<file path="src/rtl/spi_msel_pkg.sv">
`timescale 1ns/1ps
package spi_msel_pkg;
  localparam int WORD_W  = 8;
  localparam int MODE_W  = 4;
  localparam int BITS_W  = 5;
  localparam int DLY_W   = 8;
  localparam int CPHA_B  = 0;
  localparam int CPOL_B  = 1;
  localparam int NOSEL_B = 2;

  typedef enum logic [2:0] {
    ST_IDLE, ST_SETUP, ST_LOAD, ST_PH_A, ST_PH_B, ST_RXOUT, ST_FINISH
  } seq_st_e;
endpackage

</file>
<file path="src/rtl/spi_msel_check.sv">
`timescale 1ns/1ps
module spi_msel_check
  import spi_msel_pkg::*;
#(
  parameter int N_SEL = 4,
  parameter int SEL_W = 3
) (
  input  logic [MODE_W-1:0] mode_i,
  input  logic [BITS_W-1:0] bits_i,
  input  logic [DLY_W-1:0]  dly_i,
  input  logic [SEL_W-1:0]  idx_i,
  input  logic [N_SEL-1:0]  en_i,
  output logic              bad_o
);
  localparam logic [MODE_W-1:0] MODE_OK =
    MODE_W'((1 << CPHA_B) | (1 << CPOL_B) | (1 << NOSEL_B));

  logic line_on;

  always_comb begin
    line_on = 1'b0;
    for (int i = 0; i < N_SEL; i++)
      if (idx_i == SEL_W'(i)) line_on = en_i[i];
  end

  assign bad_o = (|(mode_i & ~MODE_OK))
               | (bits_i != BITS_W'(WORD_W))
               | (dly_i != '0)
               | (idx_i >= SEL_W'(N_SEL))
               | !line_on;
endmodule

</file>
<file path="src/rtl/spi_msel_tick.sv">
`timescale 1ns/1ps
module spi_msel_tick #(
  parameter int DIV_W = 8
) (
  input  logic             clk_i,
  input  logic             rst_ni,
  input  logic             run_i,
  input  logic [DIV_W-1:0] div_i,
  output logic             tick_o
);
  logic [DIV_W-1:0] cnt_q;
  logic [DIV_W-1:0] lim;

  assign lim    = (div_i == '0) ? '0 : div_i - 1'b1;
  assign tick_o = run_i && (cnt_q == lim);

  always_ff @(posedge clk_i or negedge rst_ni) begin
    if (!rst_ni)                cnt_q <= '0;
    else if (!run_i || tick_o)  cnt_q <= '0;
    else                        cnt_q <= cnt_q + 1'b1;
  end

  // phase counter never passes its limit while the divider is held
  assert_phase_len_R10: assert property (@(posedge clk_i) disable iff (!rst_ni)
    (run_i && $stable(div_i)) |-> (cnt_q <= lim));
endmodule

</file>
<file path="src/rtl/spi_msel_shift.sv">
`timescale 1ns/1ps
module spi_msel_shift
  import spi_msel_pkg::*;
(
  input  logic              clk_i,
  input  logic              rst_ni,
  input  logic              load_i,
  input  logic [WORD_W-1:0] load_data_i,
  input  logic              sample_i,
  input  logic              miso_i,
  input  logic              shift_i,
  output logic              mosi_o,
  output logic [WORD_W-1:0] rx_o
);
  logic [WORD_W-1:0] tx_q;
  logic [WORD_W-1:0] rx_q;

  always_ff @(posedge clk_i or negedge rst_ni) begin
    if (!rst_ni) begin
      tx_q <= '0;
      rx_q <= '0;
    end else begin
      if (load_i)       tx_q <= load_data_i;
      else if (shift_i) tx_q <= {tx_q[WORD_W-2:0], 1'b0};
      if (load_i)        rx_q <= '0;
      else if (sample_i) rx_q <= {rx_q[WORD_W-2:0], miso_i};
    end
  end

  assign mosi_o = tx_q[WORD_W-1];
  assign rx_o   = rx_q;

  assert_msb_first_R4: assert property (@(posedge clk_i) disable iff (!rst_ni)
    sample_i |=> (rx_o[0] == $past(miso_i)));
endmodule

</file>
<file path="src/rtl/spi_msel_master.sv">
`timescale 1ns/1ps
module spi_msel_master
  import spi_msel_pkg::*;
#(
  parameter int N_SEL = 4,
  parameter int DIV_W = 8,
  parameter int LEN_W = 8,
  localparam int SEL_W = $clog2(N_SEL) + 1
) (
  input  logic              clk_i,
  input  logic              rst_ni,
  input  logic [N_SEL-1:0]  cfg_sel_idle_i,
  input  logic [N_SEL-1:0]  cfg_sel_en_i,
  input  logic [DIV_W-1:0]  cfg_div_i,
  input  logic              msg_valid_i,
  output logic              msg_ready_o,
  input  logic [SEL_W-1:0]  msg_sel_i,
  input  logic [3:0]        msg_mode_i,
  input  logic [4:0]        msg_bits_i,
  input  logic [7:0]        msg_delay_i,
  input  logic [LEN_W-1:0]  msg_len_i,
  input  logic              msg_deselect_i,
  input  logic              msg_has_tx_i,
  input  logic              msg_has_rx_i,
  input  logic              msg_batch_start_i,
  input  logic [7:0]        tx_data_i,
  input  logic              tx_valid_i,
  output logic              tx_ready_o,
  output logic [7:0]        rx_data_o,
  output logic              rx_valid_o,
  input  logic              rx_ready_i,
  output logic              done_o,
  output logic              err_o,
  output logic              sclk_o,
  output logic              mosi_o,
  input  logic              miso_i,
  output logic [N_SEL-1:0]  sel_o
);
  localparam int BIT_W = $clog2(WORD_W);
  localparam logic [BIT_W-1:0] BIT_LAST = BIT_W'(WORD_W - 1);

  seq_st_e           state_q;
  logic [N_SEL-1:0]  act_q;
  logic [N_SEL-1:0]  hit_new, hit_q;
  logic [SEL_W-1:0]  idx_q;
  logic [LEN_W-1:0]  left_q;
  logic [BIT_W-1:0]  bit_q;
  logic cpol_q, cpha_q, nosel_q, desel_q, htx_q, hrx_q, err_q, abort_q;
  logic bad, tick, in_a, in_b, load, skip;

  for (genvar g = 0; g < N_SEL; g++) begin : g_hit
    assign hit_new[g] = (msg_sel_i == SEL_W'(g));
    assign hit_q[g]   = (idx_q == SEL_W'(g));
  end

  spi_msel_check #(.N_SEL(N_SEL), .SEL_W(SEL_W)) u_check (
    .mode_i(msg_mode_i), .bits_i(msg_bits_i), .dly_i(msg_delay_i),
    .idx_i(msg_sel_i), .en_i(cfg_sel_en_i), .bad_o(bad)
  );

  assign in_a = (state_q == ST_PH_A);
  assign in_b = (state_q == ST_PH_B);

  spi_msel_tick #(.DIV_W(DIV_W)) u_tick (
    .clk_i(clk_i), .rst_ni(rst_ni), .run_i(in_a | in_b),
    .div_i(cfg_div_i), .tick_o(tick)
  );

  assign load = (state_q == ST_LOAD) && (!htx_q || tx_valid_i);

  spi_msel_shift u_shift (
    .clk_i(clk_i), .rst_ni(rst_ni), .load_i(load),
    .load_data_i(htx_q ? tx_data_i : '1),
    .sample_i(in_a && tick), .miso_i(miso_i), .shift_i(in_b && tick),
    .mosi_o(mosi_o), .rx_o(rx_data_o)
  );

  assign skip        = abort_q && !msg_batch_start_i;
  assign msg_ready_o = (state_q == ST_IDLE);
  assign tx_ready_o  = (state_q == ST_LOAD) && htx_q;
  assign rx_valid_o  = (state_q == ST_RXOUT);
  assign done_o      = (state_q == ST_FINISH);
  assign err_o       = done_o && err_q;
  // phase A is idle-level for CPHA=0, active-level for CPHA=1
  assign sclk_o      = cpol_q ^ ((cpha_q & in_a) | (~cpha_q & in_b));
  assign sel_o       = cfg_sel_idle_i ^ act_q;

  always_ff @(posedge clk_i or negedge rst_ni) begin
    if (!rst_ni) begin
      state_q <= ST_IDLE;
      act_q   <= '0;
      idx_q   <= '0;
      left_q  <= '0;
      bit_q   <= '0;
      cpol_q  <= 1'b0;
      cpha_q  <= 1'b0;
      nosel_q <= 1'b0;
      desel_q <= 1'b0;
      htx_q   <= 1'b0;
      hrx_q   <= 1'b0;
      err_q   <= 1'b0;
      abort_q <= 1'b0;
    end else begin
      case (state_q)
        ST_IDLE: if (msg_valid_i) begin
          if (skip || bad) begin
            err_q   <= 1'b1;
            abort_q <= 1'b1;
            state_q <= ST_FINISH;
          end else begin
            err_q   <= 1'b0;
            abort_q <= 1'b0;
            idx_q   <= msg_sel_i;
            cpol_q  <= msg_mode_i[CPOL_B];
            cpha_q  <= msg_mode_i[CPHA_B];
            nosel_q <= msg_mode_i[NOSEL_B];
            desel_q <= msg_deselect_i;
            htx_q   <= msg_has_tx_i;
            hrx_q   <= msg_has_rx_i;
            left_q  <= msg_len_i;
            act_q   <= act_q & hit_new;
            state_q <= ST_SETUP;
          end
        end
        ST_SETUP: begin
          act_q   <= nosel_q ? (act_q & ~hit_q) : (act_q | hit_q);
          state_q <= (left_q == '0) ? ST_FINISH : ST_LOAD;
        end
        ST_LOAD: if (load) begin
          bit_q   <= '0;
          state_q <= ST_PH_A;
        end
        ST_PH_A: if (tick) state_q <= ST_PH_B;
        ST_PH_B: if (tick) begin
          bit_q <= bit_q + 1'b1;
          if (bit_q != BIT_LAST) begin
            state_q <= ST_PH_A;
          end else if (hrx_q) begin
            state_q <= ST_RXOUT;
          end else begin
            left_q  <= left_q - 1'b1;
            state_q <= (left_q == LEN_W'(1)) ? ST_FINISH : ST_LOAD;
          end
        end
        ST_RXOUT: if (rx_ready_i) begin
          left_q  <= left_q - 1'b1;
          state_q <= (left_q == LEN_W'(1)) ? ST_FINISH : ST_LOAD;
        end
        ST_FINISH: begin
          if (!err_q && desel_q) act_q <= act_q & ~hit_q;
          state_q <= ST_IDLE;
        end
        default: state_q <= ST_IDLE;
      endcase
    end
  end

  assert_clk_idle_before_sel_R3: assert property (@(posedge clk_i) disable iff (!rst_ni)
    ((act_q & ~$past(act_q)) != '0) |-> ($past(sclk_o) == cpol_q));

  assert_single_select_R2: assert property (@(posedge clk_i) disable iff (!rst_ni)
    $onehot0(act_q));

  assert_reject_quiet_R8: assert property (@(posedge clk_i) disable iff (!rst_ni)
    (done_o && err_q) |-> ($stable(act_q) && $stable(sclk_o)));

  assert_rx_hold_R11: assert property (@(posedge clk_i) disable iff (!rst_ni)
    (rx_valid_o && !rx_ready_i) |=> (rx_valid_o && $stable(rx_data_o)));

  assert_done_pulse_R11: assert property (@(posedge clk_i) disable iff (!rst_ni)
    done_o |=> !done_o);

  assert_no_rx_when_unwanted_R6: assert property (@(posedge clk_i) disable iff (!rst_ni)
    (!hrx_q && !msg_ready_o) |-> !rx_valid_o);

  assert_nosel_idle_R12: assert property (@(posedge clk_i) disable iff (!rst_ni)
    ((in_a || in_b) && nosel_q) |-> ((act_q & hit_q) == '0));
endmodule

</file>
<file path="config.mk">
export PLATFORM = sky130hd
export DESIGN_NAME = spi_msel_master
export DESIGN_NICKNAME = d
export VERILOG_FILES = /design/src/rtl/spi_msel_pkg.sv /design/src/rtl/spi_msel_check.sv /design/src/rtl/spi_msel_tick.sv /design/src/rtl/spi_msel_shift.sv /design/src/rtl/spi_msel_master.sv
export SDC_FILE = /design/constraint.sdc
export NUM_CORES = 1
export LEC_CHECK = 0
export BUFFER_PORTS_ARGS = -buffer_cell sky130_fd_sc_hd__buf_2
export CORE_AREA = 2 2 58 115
export CTS_BUF_LIST = sky130_fd_sc_hd__clkbuf_4
export CTS_CLUSTER_SIZE = 12
export DETAILED_ROUTE_END_ITERATION = 10
export DIE_AREA = 0 0 60 117
export PLACE_DENSITY = 0.89
export REMOVE_ABC_BUFFERS = 1
export SETUP_SLACK_MARGIN = 0.05
export SLEW_MARGIN = 20
export SYNTH_ARGS = -nofsm -noshare
export SYNTH_HDL_FRONTEND = slang
export SYNTH_SLANG_ARGS = --single-unit
</file>
<file path="constraint.sdc">
create_clock -name clk_i -period 3 [get_ports clk_i]
set_input_delay 0.45 -clock clk_i [delete_from_list [all_inputs] [get_ports clk_i]]
set_output_delay 0.45 -clock clk_i [all_outputs]
set_load 0.03 [all_outputs]
</file>
# Yosys cells after proc, flatten, opt, wreduce, memory -nomap -nowiden
# Index checks and enable logic that the tools add are counted.
# totals
wordCells	132
input_bits	62
regBits	52
# classes
n_reduce_logical	33
muxes	38
eq_ne	25
addsub	4
n_bitwise	16
order_cmp	1
# ops
operator	n
$mux 8	13
$mux 3	12
$pmux 8 s3	1
$eq 3x2->1 const B	6
$pmux 3 s6	1
$logic_not 8->1	2
$mux 4	4
$sub 8x1->8 const B	2
$ne 2x2->1 const B	7
$pmux 4 s3	1
$eq 3x1->1 const B	3
$eq 3x3->1 const B	3
$logic_not 3->1	3
$add 8x1->8 const B	1
$and 4x4->4	2
$eq 8x1->1 const B	1
$eq 8x8->1	1
$logic_and 1x1->1	8
$reduce_bool 8->1	1
$reduce_and 7->1	1
$or 1x1->1	6
$pmux 3 s2	1
$reduce_and 3->1	2
$reduce_bool 2->1	3
other kinds (18)	32

# Depth between registers and ports, before layout
# logic_depth
word_depth	11
depth_mapped	10
mapped_depth_nobuf	9

# Modules after synthesis
# A second synthesis with hierarchy kept.
# hier_totals
hier_cells	392
area_unflattened_um2	3555.9
# modules_own_cells
mod	instances	seq_area_each_um2	cells_per_inst	area_per_inst_um2
spi_msel_master	1	700.7	212	1880.6
spi_msel_tick	1	200.2	113	912.1
spi_msel_shift	1	400.4	60	705.7
spi_msel_check	1	0.0	7	57.6

# Least setup slack after synthesis
# OpenSTA, ideal clock, no wires.
# synth_path
kind	input to register
startpoint	input cfg_div_i[0]
endpoint	register left_q[1]
cell_stages	10
t_required_ps	2921
path_slack_ps	131
arrival_ps	2789
path_buffers	1
cell_sequence	inv_1 -> ha_1 -> or4b_4 -> or4_1 -> and3_1 -> a32o_2 -> or2_1 -> buf_6 -> a21oi_2 -> mux2i_1
# synth_between
elab_chain_cells	6
# synth_rtl
item	line	rtl
start, declared	spi_msel_master.sv:14	input logic [DIV_W-1:0] cfg_div_i,
$sub 8x1->8 / $logic_not 8->1 (equally long branches)	spi_msel_tick.sv:14	assign lim = (div_i == '0) ? '0 : div_i - 1'b1;
$mux 8 (*)	spi_msel_tick.sv:14	
$eq 8x8->1 (*)	spi_msel_tick.sv:15	assign tick_o = run_i && (cnt_q == lim);
$logic_and 1x1->1 (*)	spi_msel_tick.sv:15	
$ne 2x2->1 (no line) (*)	-	
$reduce_and 7->1 (no line) (*)	-	
end signal, assigned	spi_msel_master.sv:120	left_q <= msg_len_i;
end signal, assigned	spi_msel_master.sv:141	left_q <= left_q - 1'b1;
end signal, assigned	spi_msel_master.sv:146	left_q <= left_q - 1'b1;
end, declared	spi_msel_master.sv:46	logic [LEN_W-1:0] left_q;
# Mark *: on every way between the ends. The rest lies on a longest branch, timed or not.
# A chain may end at the register's enable or synchronous reset.

# Worst setup path in the final report
# layout_path
startpoint	register state_q[2]
endpoint	output sclk_o
# layout_between
elab_chain_cells	4
# layout_rtl
item	line	rtl
start, declared	spi_msel_master.sv:42	seq_st_e state_q;
start signal, assigned	spi_msel_master.sv:127	state_q <= (left_q == '0) ? ST_FINISH : ST_LOAD;
start signal, assigned	spi_msel_master.sv:142	state_q <= (left_q == LEN_W'(1)) ? ST_FINISH : ST_LOAD;
start signal, assigned	spi_msel_master.sv:147	state_q <= (left_q == LEN_W'(1)) ? ST_FINISH : ST_LOAD;
$eq 3x2->1 / $eq 3x3->1 (equally long branches)	spi_msel_master.sv:61, spi_msel_master.sv:62	
$and 1x1->1	spi_msel_master.sv:85	assign sclk_o = cpol_q ^ ((cpha_q & in_a) | (~cpha_q & in_b));
$or 1x1->1 (*)	spi_msel_master.sv:85	
$xor 1x1->1 (*)	spi_msel_master.sv:85	
end, declared	spi_msel_master.sv:34	output logic sclk_o,
# Marked as above.

==> flow_summary.rst <==
.. list-table::
   :header-rows: 1

   * - Metric
     - Value
   * - IO Port Bufs
     - 80
   * - Buffer levels on the longest clock path
     - 2
   * - Headroom to the max-slew limit
     - 61.4%
   * - Hold WC Path Type
     - in2async
   * - Count of antenna diodes in the layout
     - 0
   * - Cell leakage power
     - 0.00186 uW
   * - Worst setup EP type
     - output pin
   * - Met2 capacity usage during global routing
     - 36.7%
   * - Final count of pins violating max slew
     - 0
   * - Area enclosed by the die boundary
     - 7020 um2
   * - Worst reg2reg startpoint
     - u_tick.cnt_q[6]
   * - Number of instances in the synthesized netlist
     - 373
   * - Area of the placeable core
     - 6210 um2
   * - Effective utilization at floorplan
     - 53.9%
   * - Synthesized area per cell
     - 8.96 um2
   * - Routed via count
     - 3233
   * - CTS Root Buffer Type
     - clkbuf_4
   * - Worst Max-Slew Pin Slew
     - 0.574 ns
   * - Share of final-layout standard cells stronger than drive strength 1
     - 26.9%
   * - Met3 capacity usage during global routing
     - 3.41%
   * - Resized cells post-CTS
     - 0
   * - Net switching power figure
     - 1050 uW
   * - Worst-path clk slew
     - 0.15 ns
   * - Cell depth of the worst flop-to-flop path
     - 8
   * - CTS H-tree lvls
     - 2
   * - Worst-path maximum fanout
     - 14
   * - Setup-violating endpoint count in the final report
     - 0
   * - Die outline width
     - 60 um
   * - Ratio of final minimum period to clock period
     - 89.0%
   * - Total Routing Usage GR
     - 23.2%
   * - End of the worst register-to-register path
     - u_shift.rx_o[6]
   * - Total setup buffers inserted after CTS
     - 0
   * - Dominant synthesized flop cell
     - dfrtp_1
   * - Clk_skew
     - 0.0153 ns
   * - Maximum number of pins on one net before global-route repair
     - 34
   * - Number of buffers inserted for hold repair after clock tree synthesis
     - 0
   * - Worst Setup Start Kind
     - flip-flop
   * - Number of maximum-capacitance violations
     - 0
   * - IO Count
     - 81
   * - Setup repair after global routing missed its margin
     - false
   * - Starting DRT DRC Count
     - 204
   * - Vertical die dimension
     - 117 um
   * - Violated checks
     - hold timing
   * - Dpl cells
     - 546
   * - Number of remaining DRC errors
     - 0
   * - Run status
     - finished with violations
   * - Register bit count reported by yosys
     - 52
   * - Wirelength per Cell
     - 14.2 um
   * - Cell-internal power
     - 1360 uW
   * - Total number of placement rows
     - 41
   * - Synthesis-to-layout area growth
     - 19.5%
   * - Antenna Nets Post-Route
     - 0
   * - Layer with the highest usage after global routing
     - met2
   * - Proportion of power drawn by combinational gates
     - 44.8%
   * - Signal arrival time at the worst endpoint
     - 2.22 ns
   * - Num Clock Sinks
     - 52
   * - Iteration count of the initial detailed-routing pass
     - 5
   * - Power per cell area
     - 601 nW/um2
   * - Fin Hold WS
     - -0.00859 ns
   * - Switching Share
     - 43.6%
   * - Count of flip-flops with a built-in enable after synthesis
     - 0
   * - Clock network fraction of design power
     - 12.7%
   * - Post-layout minimum cycle time
     - 2.67 ns
   * - Via density
     - 5.84
   * - Reg-to-reg slack, setup
     - 0.38 ns
   * - Synthesis Warnings
     - 0
   * - Synthesized cell area
     - 3340 um2
   * - Number of non-filler instances in the completed layout
     - 554
   * - Library cells used by synthesis
     - 65
   * - Endpoint required time on the critical path
     - 2.55 ns
   * - # fillers
     - 545
   * - Half-perimeter wire length after placement
     - 6.06 mm
   * - Sequential fraction of the synthesis area
     - 38.9%
   * - Total Wirelength
     - 7.85 mm
   * - Share of flip-flops with an asynchronous set or reset after synthesis
     - 100%
   * - Final nets
     - 535
   * - Crit path kind
     - reg2out
   * - Antenna violations before repair
     - 0
   * - Global-route track usage on met1
     - 32.8%
   * - Via count of the first global-routing pass
     - 2812
   * - Gr ovfl total
     - 0
   * - Num CTS Buffers
     - 5
   * - Sequential Power Share
     - 42.4%
   * - TritonCTS clock tree
     - built
   * - Worst supply voltage drop on vdd
     - 0.449 mV
   * - Final count of hold timing violations
     - 4
   * - Insertion delay of the later-clocked pin in the worst-skew pair
     - 0.38 ns
   * - Upper clock frequency limit
     - 375 MHz
   * - Weighted congestion at the end of routability-driven global placement
     - 0.958
   * - Global-route wire length before repair
     - 12.8 mm
[registers in the layout, summed over array words and instances, names as in the netlist]
| register | flops |
|---|---|
| desel_q | 1 |
| u_tick.cnt_q | 8 |
| u_shift.tx_q | 8 |
| nosel_q | 1 |
| bit_q | 3 |
| abort_q | 1 |
| cpha_q | 1 |
| state_q | 3 |
| cpol_q | 1 |
| act_q | 4 |
| left_q | 8 |
| hrx_q | 1 |
| u_shift.rx_o | 8 |
| htx_q | 1 |
| idx_q | 3 |
[metrics by stage]
| step | utilization, % | TNS, ns | instance area (um2) | total power, uW | setup WS, ns |
|---|---|---|---|---|---|
| finish | 64.4 | 0 | 4000 | 2400 | 0.331 |
| global placement | 63.6 | 0 | 3950 | 2070 | 0.0966 |
| floorplan | - | 0 | 3290 | 1730 | 0.0822 |
| global route | 64.4 | 0 | 4000 | 2570 | 0.209 |
| detailed placement | 63.6 | -0.181 | 3950 | 2090 | -0.0517 |
| CTS | 64.4 | 0 | 4000 | 2390 | 0.353 |
[placed cells by master, fill, tap and decap left out, drive strengths merged, types with 3 or more instances in the layout]
master	n
a21oi	13
a31oi	12
and3	8
buf	100
clkbuf	5
clkinv	4
dfrtp	52
ha	6
inv	20
mux2	9
mux2i	14
nand2	34
nand2b	4
nand3	12
nor2	42
nor2b	6
nor3	12
nor4	6
nor4b	3
o211ai	5
o21ai	17
o22ai	4
o2bb2ai	8
o31ai	6
or3	10
xnor2	5
xor2	11
[area by class of cell]
| class | instances | area [um2] | share of cell area [%] |
|---|---|---|---|
| well taps | 86 | 108 | 2.69 |
| repair buffers | 100 | 551 | 13.8 |
| inverters | 21 | 78.8 | 1.97 |
| flip-flops and latches | 52 | 1300 | 32.6 |
| multi-input cells | 287 | 1910 | 47.7 |
| clock inverters | 3 | 13.8 | 0.344 |
| clock buffers | 5 | 37.5 | 0.939 |
[cells in the mapped netlist, drive strengths merged (8+ instances only)]
cell type | instances | area, um2
nand3 | 12 | 60.1
inv | 20 | 75.1
or3 | 10 | 62.6
nand2 | 34 | 128
and3 | 8 | 50.1
o21ai | 17 | 92.6
nor3 | 12 | 65.1
nor2 | 42 | 189
o2bb2ai | 8 | 70.1
a31oi | 12 | 75.1
mux2 | 9 | 101
clkbuf | 12 | 45.0
dfrtp | 52 | 1300
xor2 | 11 | 96.3
a21oi | 13 | 68.8
mux2i | 14 | 140
[routing by layer]
metal | up-vias | wire, um
met5 | - | 0
met4 | 0 | 107
met3 | 12 | 462
met2 | 127 | 3890
met1 | 1529 | 3390
li1 | 1565 | -
[worst max path at each step]
stage	to	slack (ns)	cells past startpoint	start
2_1_floorplan	left_q[1]	0.08	9	cfg_div_i[0]
3_3_place_gp	u_shift.rx_o[2]	0.1	11	cfg_div_i[0]
3_5_place_dp	u_shift.rx_o[5]	-0.05	11	cfg_div_i[0]
4_1_cts	sclk_o	0.35	7	state_q[2]
5_1_grt	u_shift.rx_o[5]	0.21	12	cfg_div_i[0]
6_report	sclk_o	0.33	7	state_q[2]
[critical path: stages, from the launching register on]
cell and delay (ns):
dfrtp_1 0.54, inv_1 0.20, nor2_1 0.13, buf_4 0.21
nand2_1 0.16, mux2i_1 0.19, xor2_1 0.20, buf_2 0.23
[power by group through the flow]
stage               Combinational (uW)  Sequential (uW)  Clock [uW]
floorplan                          737              995           0
global placement                  1040             1020           0
detailed placement                1060             1020           0
CTS                               1070             1010         310
global route                      1190             1040         334
finish                            1080             1020         306
[cells by family (layout without fill, tap and decap cells)]
kind of cell / Yosys count / after routing / synth area share, %
AO/OA/AOI/OAI: 91 / 91 / 19.6
adder cells (fa/ha/maj): 6 / 6 / 2.25
XOR/XNOR: 16 / 16 / 4.19
AND/OR/NAND/NOR: 151 / 151 / 23.8
flip-flops: 52 / 52 / 38.9
buffers and inverters: 34 / 129 / 4.04
multiplexers: 23 / 23 / 7.22
No activity file was read; power rests on OpenSTA's default activity.
